$ cat config.mk
export PLATFORM = sky130hd
export DESIGN_NAME = cipher_data_buffer
export DESIGN_NICKNAME = d
export VERILOG_FILES = /design/src/rtl/cdb_pkg.sv /design/src/rtl/cdb_ptr.sv /design/src/rtl/cdb_store.sv /design/src/rtl/cdb_track.sv /design/src/rtl/cipher_data_buffer.sv
export SDC_FILE = /design/constraint.sdc
export NUM_CORES = 1
export LEC_CHECK = 0
export BUFFER_PORTS_ARGS = -buffer_cell sky130_fd_sc_hd__clkbuf_2
export CORE_AREA = 2 2 132 134
export CTS_CLUSTER_DIAMETER = 30
export DETAILED_ROUTE_END_ITERATION = 10
export DIE_AREA = 0 0 134 136
export PLACE_DENSITY_LB_ADDON = 0.08
export SLEW_MARGIN = 20
export SYNTH_ARGS = -nofsm -noshare
export SYNTH_HDL_FRONTEND = slang
export SYNTH_HIERARCHICAL = 1
export SYNTH_SLANG_ARGS = --single-unit
$ cat constraint.sdc
create_clock -name clk -period 4.4 [get_ports clk]
set_clock_uncertainty 0.1 [all_clocks]
set_input_delay 0.22 -clock clk [delete_from_list [all_inputs] [get_ports clk]]
set_output_delay 0.22 -clock clk [all_outputs]
set_load 0.01 [all_outputs]
$ cat src/rtl/cdb_pkg.sv
package cdb_pkg;
  localparam int CDB_WORDS = 4;

  typedef enum logic [2:0] {
    CM_ECB = 3'd0,
    CM_CBC = 3'd1,
    CM_OFB = 3'd2,
    CM_CFB = 3'd3,
    CM_CTR = 3'd4
  } chain_mode_e;

  typedef enum logic [2:0] {
    SEG_128 = 3'd0,
    SEG_64  = 3'd1,
    SEG_32  = 3'd2,
    SEG_16  = 3'd3,
    SEG_8   = 3'd4
  } seg_size_e;

  // Words whose read-out is required before the completion flag may drop.
  function automatic logic [CDB_WORDS-1:0] relevant_words(logic [2:0] m, logic [2:0] s);
    logic [CDB_WORDS-1:0] r;
    r = '1;
    if (m == CM_CFB) begin
      if (s == SEG_64)
        r = CDB_WORDS'(4'b0011);
      else if (s != SEG_128)
        r = CDB_WORDS'(4'b0001);
    end
    return r;
  endfunction
endpackage

$ cat src/rtl/cdb_ptr.sv
module cdb_ptr #(
  parameter int N_WORDS = 4,
  localparam int PTR_W = $clog2(N_WORDS)
) (
  input  logic             clk,
  input  logic             rst_n,
  input  logic             step,
  input  logic             load,
  input  logic [PTR_W-1:0] load_val,
  output logic [PTR_W-1:0] ptr
);
  logic [PTR_W-1:0] ptr_next;

  always_comb begin
    ptr_next = ptr;
    if (load)
      ptr_next = load_val;
    else if (step)
      ptr_next = (ptr == PTR_W'(N_WORDS-1)) ? '0 : ptr + PTR_W'(1);
  end

  always_ff @(posedge clk or negedge rst_n) begin
    if (!rst_n) ptr <= '0;
    else        ptr <= ptr_next;
  end
endmodule

$ cat src/rtl/cdb_store.sv
module cdb_store #(
  parameter int WORD_W  = 32,
  parameter int N_WORDS = 4,
  localparam int PTR_W = $clog2(N_WORDS),
  localparam int BLK_W = WORD_W * N_WORDS
) (
  input  logic              clk,
  input  logic              rst_n,
  input  logic              wr_en,
  input  logic [PTR_W-1:0]  wr_sel,
  input  logic [WORD_W-1:0] wr_word,
  input  logic              blk_load,
  input  logic [BLK_W-1:0]  blk_in,
  input  logic [PTR_W-1:0]  rd_sel,
  output logic [WORD_W-1:0] rd_word,
  output logic [BLK_W-1:0]  blk_out
);
  logic [WORD_W-1:0] words [N_WORDS];

  for (genvar i = 0; i < N_WORDS; i++) begin : g_word
    always_ff @(posedge clk or negedge rst_n) begin
      if (!rst_n)
        words[i] <= '0;
      else if (blk_load)
        words[i] <= blk_in[i*WORD_W +: WORD_W];
      else if (wr_en && wr_sel == PTR_W'(i))
        words[i] <= wr_word;
    end
    assign blk_out[i*WORD_W +: WORD_W] = words[i];
  end

  assign rd_word = words[rd_sel];
endmodule

$ cat src/rtl/cdb_track.sv
module cdb_track #(
  parameter int N_WORDS = 4,
  localparam int PTR_W = $clog2(N_WORDS)
) (
  input  logic               clk,
  input  logic               rst_n,
  input  logic               result_in,
  input  logic               rd_fire,
  input  logic [PTR_W-1:0]   rd_sel,
  input  logic [N_WORDS-1:0] relevant,
  output logic               flag
);
  logic [N_WORDS-1:0] seen;
  logic [N_WORDS-1:0] seen_next;
  logic [N_WORDS-1:0] hit;

  always_comb begin
    hit = '0;
    if (rd_fire && flag) hit[rd_sel] = 1'b1;
    seen_next = seen | hit;
  end

  always_ff @(posedge clk or negedge rst_n) begin
    if (!rst_n) begin
      seen <= '0;
      flag <= 1'b0;
    end else if (result_in) begin
      seen <= '0;
      flag <= 1'b1;
    end else if (flag) begin
      seen <= seen_next;
      if ((seen_next & relevant) == relevant) flag <= 1'b0;
    end
  end
endmodule

$ cat src/rtl/cipher_data_buffer.sv
module cipher_data_buffer
  import cdb_pkg::*;
#(
  parameter int WORD_W = 32,
  localparam int N_WORDS = CDB_WORDS,
  localparam int PTR_W = $clog2(N_WORDS),
  localparam int BLK_W = WORD_W * N_WORDS
) (
  input  logic              clk,
  input  logic              rst_n,
  input  logic              wr_valid,
  output logic              wr_ready,
  input  logic [WORD_W-1:0] wr_data,
  input  logic              rd_req,
  output logic [WORD_W-1:0] rd_data,
  input  logic              ptr_load,
  input  logic [PTR_W-1:0]  ptr_value,
  output logic [PTR_W-1:0]  ptr,
  input  logic [2:0]        mode,
  input  logic [2:0]        seg_size,
  input  logic              start,
  output logic              busy,
  output logic              eng_start,
  output logic [BLK_W-1:0]  eng_block,
  input  logic              eng_done,
  input  logic [BLK_W-1:0]  eng_result,
  output logic              done_flag,
  input  logic              irq_en,
  output logic              irq
);
  logic wr_fire;

  assign wr_ready  = ~busy;
  assign wr_fire   = wr_valid & wr_ready;
  assign eng_start = start & ~busy;

  always_ff @(posedge clk or negedge rst_n) begin
    if (!rst_n)         busy <= 1'b0;
    else if (eng_done)  busy <= 1'b0;
    else if (eng_start) busy <= 1'b1;
  end

  cdb_ptr #(.N_WORDS(N_WORDS)) u_ptr (
    .clk      (clk),
    .rst_n    (rst_n),
    .step     (wr_fire | rd_req),
    .load     (ptr_load),
    .load_val (ptr_value),
    .ptr      (ptr)
  );

  cdb_store #(.WORD_W(WORD_W), .N_WORDS(N_WORDS)) u_store (
    .clk      (clk),
    .rst_n    (rst_n),
    .wr_en    (wr_fire),
    .wr_sel   (ptr),
    .wr_word  (wr_data),
    .blk_load (eng_done),
    .blk_in   (eng_result),
    .rd_sel   (ptr),
    .rd_word  (rd_data),
    .blk_out  (eng_block)
  );

  cdb_track #(.N_WORDS(N_WORDS)) u_track (
    .clk       (clk),
    .rst_n     (rst_n),
    .result_in (eng_done),
    .rd_fire   (rd_req),
    .rd_sel    (ptr),
    .relevant  (relevant_words(mode, seg_size)),
    .flag      (done_flag)
  );

  assign irq = done_flag & irq_en;
endmodule

# Word-level counts from Yosys, hierarchy flattened
# Cells that the tools add are included.
# totals
out_inout_bits,167
input_bits,176
regBits,136
# classes
muxes,27
n_bitwise,8
magnitude_cmp,3
n_addsub,1
reduce_logical,15
eq_ne,6
# ops
cell,count
$mux 32,10
$bmux 32 s2,1
$mux 4,6
$reduce_bool 2->1,7
$logic_and 1x1->1,6
$mux 1,6
$mux 2,3
$and 4x4->4,1
$eq 2x2->1 const B,2
$eq 4x4->1,1
$or 4x4->4,1
$and 1x1->1,3
$eq 3x1->1 const B,1
$eq 3x2->1 const B,1
$ge 3x3->1 const B,1
$lt 2x3->1 const B,1
$not 2->3,1
$reduce_bool 3->1,1
$add 2x1->2 const B,1
$demux 1 s2,1
$eq 2x1->1 const B,1
$ge 2x1->1 const B,1
$logic_not 2->1,1
$not 1->1,1
$or 1x1->1,1

# Depth between registers and ports, before layout
# Gate-level depths: netlist of run 1.
# depth
depth_word,11
mapped_depth,6
ltp_nobuf,5

# Cells and area by module
# Netlist of run 1, hierarchy kept.
# modules_own_cells
mod,cells_each,area_each_um2,instances
cdb_store,622,7023.0,1
cdb_track,20,222.7,1
cdb_ptr,10,115.1,1
cipher_data_buffer,12,87.6,1

# Least setup slack after synthesis of run 1
# OpenSTA, ideal clock, no wires.
# synth_timing
path_type,register to output
from,register u_ptr.ptr[0]
to,output rd_data[10]
arrival_ns,1.710
slack_ns,2.370
path_stages_with_launch,4
cell_sequence,dfrtp_1 buf_2 buf_2 mux4_2
# synth_via
elab_chain_len,4
# synth_rtl
item,line_no,rtl
"start, declared",cdb_ptr.sv:10,output logic [PTR_W-1:0] ptr
"start signal, assigned",cdb_ptr.sv:24,else ptr <= ptr_next;
$not 2->3 (implied by the code),cdb_store.sv:32,assign rd_word = words[rd_sel];
$bmux 32 s2,cdb_store.sv:32,
$mux 32 (implied by the code) (2 in a row),cdb_store.sv:32,
"end, declared",cipher_data_buffer.sv:15,"output logic [WORD_W-1:0] rd_data,"
# No other way between the ends. The select of a mux whose other input is x is not followed.

# Final worst setup path of run 1
# layout_timing
from,register u_ptr.ptr[0]
to,output rd_data[0]
# Same word-level chain as after synthesis.

==> qor.csv, run 1 <==
metric;value;unit
syn_inst;664;
dr.pass1.iters;4;
clk_path_buf_depth;2;
route.detailed.drc;0;
cts_buffers;17;
setup_slack;1.580;ns
hold_viol;0;
place_ws;1.634;ns
grt_antenna_before_repair;0;
nets;1178;
syn_area_per_cell;11.22;sq um
p_comb_share;26.0;%
power.switching;1.246;mW
gr-usage-all-layers;23.47;%
hp-class;input port to register;
fin_util;59.45;%
start_kind;register;
viasPerCell;5.010;
synth.distinct_cells;34;
syn_nets;841;
final_max_slew_viol_count;0;
final.min_clock_period;2.820;ns
gp_congestion;0.8256;
diodes;0;
cts_tree;built;
std_cell_rows;48;
register_area;0.003406;sq mm
leakagePower;5.539;nW
synth-seq-cells;136;
p_int;3.085;mW
syn_area;0.007448;sq mm
finalWirelength;21440;um
report.power.total;4.331;mW
setup-tns-final;0;ns
h-tree-depth;4;
grt_max_degree;136;
die_w;134;um
core-area;0.01688;sq mm
die_area;0.01822;sq mm
path_clk_slew;0.06;ns
cap_violations;0;
drtIter0Drc;296;
switching_share;28.77;%
clk_latency;0.41;ns
seqPwrFrac;37.0;%
vias;6208;
multi_input_area;0.003767;sq mm
status;complete, no violations;
worstPathArrival;2.50;ns
fmax;354.6;MHz
area_growth;34.71;%
finish.instance_area;0.01003;sq mm
critPathKind;register to output port;
ys_warn_count;6;
portBuffers;342;
start_util;44.14;%
antenna_left;0;
peakVddDrop;0.2842;mV
crit_fanout;27;
clock_power_share;37.0;%
synth-seq-area-share;45.69;%
finalSetupViolCount;0;
wl_per_cell;17.31;um
rsz0062_at_grt;no;
drive_gt1_share;50.99;%
grt_pass1_wl;32790;um
first_global_vias;6071;
tightest_slew;0.9370;ns
dpl-instance-area;0.009274;sq mm
end_kind;output port;
clock-root-buffer;clkbuf_16;
relSlewSlack;37.53;%
fillCellCount;1492;
grt_overflow_total;0;
numClockSinks;136;
ios;343;
finalCritPeriodShare;64.10;%
critPathRequiredTime;4.08;ns
die_y;136;um
cts_resized;0;
power_per_cell_area;431.7;mW/mm^2
post-dp-hpwl;15600;um
[Yosys cell counts, drive strengths merged]
| cell type | instances | area share (%) |
|---|---|---|
| a21o | 33 | 3.3 |
| nor3b | 1 | 0.17 |
| o31ai | 1 | 0.10 |
| or2 | 1 | 0.084 |
| a221o | 1 | 0.13 |
| mux2i | 1 | 0.13 |
| and3b | 1 | 0.12 |
| a21oi | 32 | 2.2 |
| a31oi | 4 | 1.1 |
| clkbuf | 3 | 0.15 |
| and4bb | 1 | 0.17 |
| and2b | 1 | 0.10 |
| nand2 | 225 | 11 |
| a41oi | 3 | 0.35 |
| nor2 | 7 | 0.35 |
| inv | 5 | 0.25 |
| conb | 1 | 0.050 |
| nand2b | 34 | 2.9 |
| ha | 1 | 0.17 |
| and2 | 1 | 0.084 |
| buf | 37 | 3.3 |
| o2bb2ai | 1 | 0.12 |
| mux2 | 96 | 18 |
| mux4 | 32 | 9.7 |
| nor2b | 2 | 0.17 |
| o31a | 1 | 0.12 |
| dfrtp | 136 | 46 |
| o21ai | 2 | 0.13 |
[worst max-delay path: stages, from the launching register on]
cell,delay (ns)
dfrtp_2,0.77
buf_4,0.57
mux4_2,0.57
clkbuf_2,0.16
[power by group through the flow]
stage,Clock (mW),Sequential [mW],Combinational [mW]
finish,1.60,1.60,1.13
global route,1.69,1.62,1.22
CTS,1.63,1.60,1.14
detailed placement,0,1.62,1.13
global placement,0,1.62,1.11
floorplan,0,1.64,0.608
[cell type report]
cell class | count | area share (%)
clock buffers | 21 | 4.789
clock inverters | 11 | 1.908
inverters | 5 | 0.1871
multi-input cells | 483 | 37.55
flip-flops and latches | 136 | 33.94
well taps | 225 | 2.806
repair buffers | 358 | 18.82
[stage by stage]
stage,hold slack [ns],cells
2_1_floorplan,-0.1756,664
3_3_place_gp,0.2794,1200
3_5_place_dp,0.2888,1200
4_1_cts,0.01029,1238
5_1_grt,0.03315,1239
6_report,0.02738,1239
[placed cells by master, fill, tap and decap left out, drive strengths merged, types with 2 or more instances in the layout]
cell type    Yosys  final
nand2b          34     34
nor2             7      7
a21o            33     33
clkinv           0      2
clkinvlp         0      3
clkbuf           3    361
dfrtp          136    136
dlygate4sd3      0      6
nor2b            2      2
a21oi           32     32
bufinv           0      5
buf             37     12
a41oi            3      3
o21ai            2      2
mux2            96     96
nand2          225    225
a31oi            4      4
inv              5      6
mux4            32     32
[path summary, 6_finish.rpt]
check / start / cells past startpoint / to / slack (ns)
worst max register to register: u_ptr/ptr[0]$_DFFE_PN0P_ / 5 / u_ptr/ptr[1]$_DFFE_PN0P_ / 1.71
max in group asynchronous: rst_n / 3 / u_store/blk_out[12]$_DFFE_PN0P_ / 2.81
worst min register to register: u_track/seen[2]$_DFFE_PN0P_ / 2 / u_track/seen[2]$_DFFE_PN0P_ / 0.38
worst max-delay path: u_ptr/ptr[0]$_DFFE_PN0P_ / 3 / rd_data[0] / 1.58
worst min-delay path: eng_result[78] / 4 / u_store/blk_out[78]$_DFFE_PN0P_ / 0.03
min in group asynchronous: rst_n / 2 / u_store/blk_out[126]$_DFFE_PN0P_ / 0.35
[logic make-up after synthesis]
| kind of cell | share of synthesized area, % |
|---|---|
| flops | 45.69 |
| fa+ha+maj | 0.1680 |
| mux | 27.35 |
| compound gates | 7.576 |
| simple gates | 15.44 |
| buf+inv | 3.729 |
| other cells | 0.05035 |
[registers in the layout (all words and copies together) (netlist names)]
register	flops
u_store/blk_out	128
u_track/flag	1
u_track/seen	4
busy	1
u_ptr/ptr	2
[metal layers]
| metal | vias to the layer above | share of wire, % | track usage (%) |
|---|---|---|---|
| met1 | 3013 | 43 | 30.55 |
| met4 | 0 | 1.9 | 7.979 |
| met5 | - | 0 | 0 |
| li1 | 2941 | - | - |
| met2 | 227 | 49 | 39.03 |
| met3 | 27 | 5.9 | 5.145 |
[timing repair]
item,4_1_cts,5_1_grt
setup buffers,0,0
hold buffers,6,0
endpoints found under the hold margin,100,0
Power figures use the tool's default switching activity.
==> run 2, diff against run 1 <==
ABC_AREA = 1   (was not set)
CORE_AREA = not set   (was 2 2 132 134)
CORE_MARGIN = 2   (was not set)
CORE_UTILIZATION = 44   (was not set)
DIE_AREA = not set   (was 0 0 134 136)
clock period = 2.55 ns   (was 4.4 ns; I/O delays follow)
==> qor.csv, run 2 <==
metric;value;unit
status;complete, no violations;
cts_tree;built;
tightest_slew;0.6928;ns
portBuffers;342;
clk_path_buf_depth;2;
synth.distinct_cells;21;
synthFlopType;dfrtp_1;
first_global_vias;9826;
rsz0062_at_grt;no;
antenna_left;0;
route.detailed.drc;0;
die_area;0.01894;sq mm
multi_input_area;0.003814;sq mm
grt_overflow_total;0;
register_area;0.003408;sq mm
finalCritPeriodShare;90.09;%
final_max_slew_viol_count;0;
power_per_cell_area;591.0;mW/mm^2
post-dp-hpwl;19720;um
wl_per_cell;16.54;um
fin_util;73.01;%
dr.pass1.iters;5;
setup_slack;0.2527;ns
crit_fanout;42;
grt_max_degree;135;
critPathRequiredTime;2.76;ns
final_cell_mix;nand2_1 (660), clkbuf_2 (340), dlygate4sd3_1 (233);
yosys.area.top_type;dfrtp_1;
async_flop_share;100.0;%
numClockSinks;136;
whs;0.008084;ns
die_w;137.6;um
hp-class;input port to register;
synth.top_cells.by_area;dfrtp_1 (43%), nand2_1 (32%), nand3_1 (8.6%);
vias;10110;
setup-tns-final;0;ns
relSlewSlack;53.65;%
area_growth;61.27;%
gp_congestion;0.8731;
yosysMostFrequentCell;nand2_1;
std_cell_rows;48;
diodes;0;
die_y;137.6;um
worstPathArrival;2.50;ns
largest_reg_flops;128;
synth-edff-count;0;
leakagePower;7.370;nW
synth-seq-area-share;43.31;%
h-tree-depth;4;
critical_path.top_delay_family;buffers and inverters;
place_ws;0.6940;ns
path_clk_slew;0.06;ns
viasPerCell;5.150;
start_kind;register;
ys_warn_count;6;
gr-usage-all-layers;34.04;%
final_common_cell;nand2_1;
peakVddDrop;0.5246;mV
synth-seq-cells;136;
syn_inst;1187;
core-area;0.01736;sq mm
drive_gt1_share;23.53;%
critPathMaxStageDelay;0.68;ns
cts_buffers;17;
nets;1903;
fmax;435.3;MHz
clk_latency;0.43;ns
stdcell_count;1963;
start_util;45.27;%
finalWirelength;32470;um
synth.top_cell.area_share;43.31;%
critPathKind;register to register;
crit_chain;buf_6 -> ha_1 -> nand3_1 -> nand3_1 -> dlygate4sd3_1;
cts_setup_buffers;0;
cp_common_cell;nand3_1;
syn_area;0.007858;sq mm
end_kind;register;
placed_cells;1699;
syn_nets;1364;
grt_antenna_before_repair;0;
report.power.total;7.489;mW
finalSetupViolCount;0;
ios;343;
grt_pass1_wl;49590;um
clock-root-buffer;clkbuf_16;
finish.instance_area;0.01267;sq mm
fillCellCount;1392;
hold_viol;0;
reg2reg_slack;0.25;ns
drtIter0Drc;727;
cap_violations;0;
crit_buf_inv;2;
syn_area_per_cell;6.620;sq um
slowest_stage;dfrtp_4;
ys_top_cells_by_count;nand2_1 (663), dfrtp_1 (136), nand3_1 (135);
dpl-instance-area;0.009786;sq mm
final.min_clock_period;2.297;ns
==> run 2: changes by cell type after synthesis, sizes merged, moves of 28 or more <==
cell    delta
a21o      -33
a21oi     -28
inv       +80
mux2      -96
mux4      -32
nand2    +439
nand2b    -34
nand3    +135
o211ai    +64
==> run 2: worst reg2reg max path, delay by kind of cell (launching register included) <==
family        cells  cell delay [ns]
fa+ha+maj         1             0.30
simple gates      2             0.16
buf+inv           2             0.93
flops             1             0.68
==> run 2: repair_timing <==
item	in CTS	in global routing
hold buffers	233	0
resized for setup	0	1
hold endpoints to repair	193	0
setup endpoints to repair	0	1
==> run 2: final timing paths <==
path                                                   from                          endpoint  cells after the start
max in group asynchronous                             rst_n  u_store/blk_out[121]$_DFFE_PN0P_                      3
min in group asynchronous                             rst_n            u_track/flag$_DFF_PN0_                      2
worst min register to register  u_track/seen[2]$_DFFE_PN0P_       u_track/seen[2]$_DFFE_PN0P_                      2
worst max register to register     u_ptr/ptr[0]$_DFFE_PN0P_          u_ptr/ptr[1]$_DFFE_PN0P_                      5
worst min-delay path                            wr_data[16]   u_store/blk_out[16]$_DFFE_PN0P_                      5
worst max-delay path               u_ptr/ptr[0]$_DFFE_PN0P_          u_ptr/ptr[1]$_DFFE_PN0P_                      5
==> run 2: cell type report <==
type / instances / area share, %
inverter: 85 / 2.538
tap: 225 / 2.222
timing repair buffer: 597 / 33.91
clock inverter: 8 / 0.5727
multi-input combinational: 889 / 30.09
clock buffer: 23 / 3.772
sequential: 136 / 26.90
==> run 2: logic make-up after synthesis <==
kind of cell	Yosys count	synth area share, %
buffers and inverters	162	8.439
AND/OR/NAND/NOR	815	41.24
other	1	0.04772
adder cells (fa/ha/maj)	1	0.1592
AO/OA/AOI/OAI	72	6.799
flip-flops	136	43.31
==> run 2: per-layer routing <==
layer	vias to the layer above	wire length, um	track usage (%)
met4	0	1462	19.19
met5	-	0	0
met3	107	2656	6.475
met2	558	16100	58.15
li1	4787	-	-
met1	4657	12260	40.11
==> run 2: power breakdown <==
group	internal (mW)	leakage [nW]	total, mW	switching [mW]
Clock	1.40	0.265	2.34	0.931
Combinational	1.06	5.43	2.41	1.35
Sequential	2.44	1.68	2.74	0.303
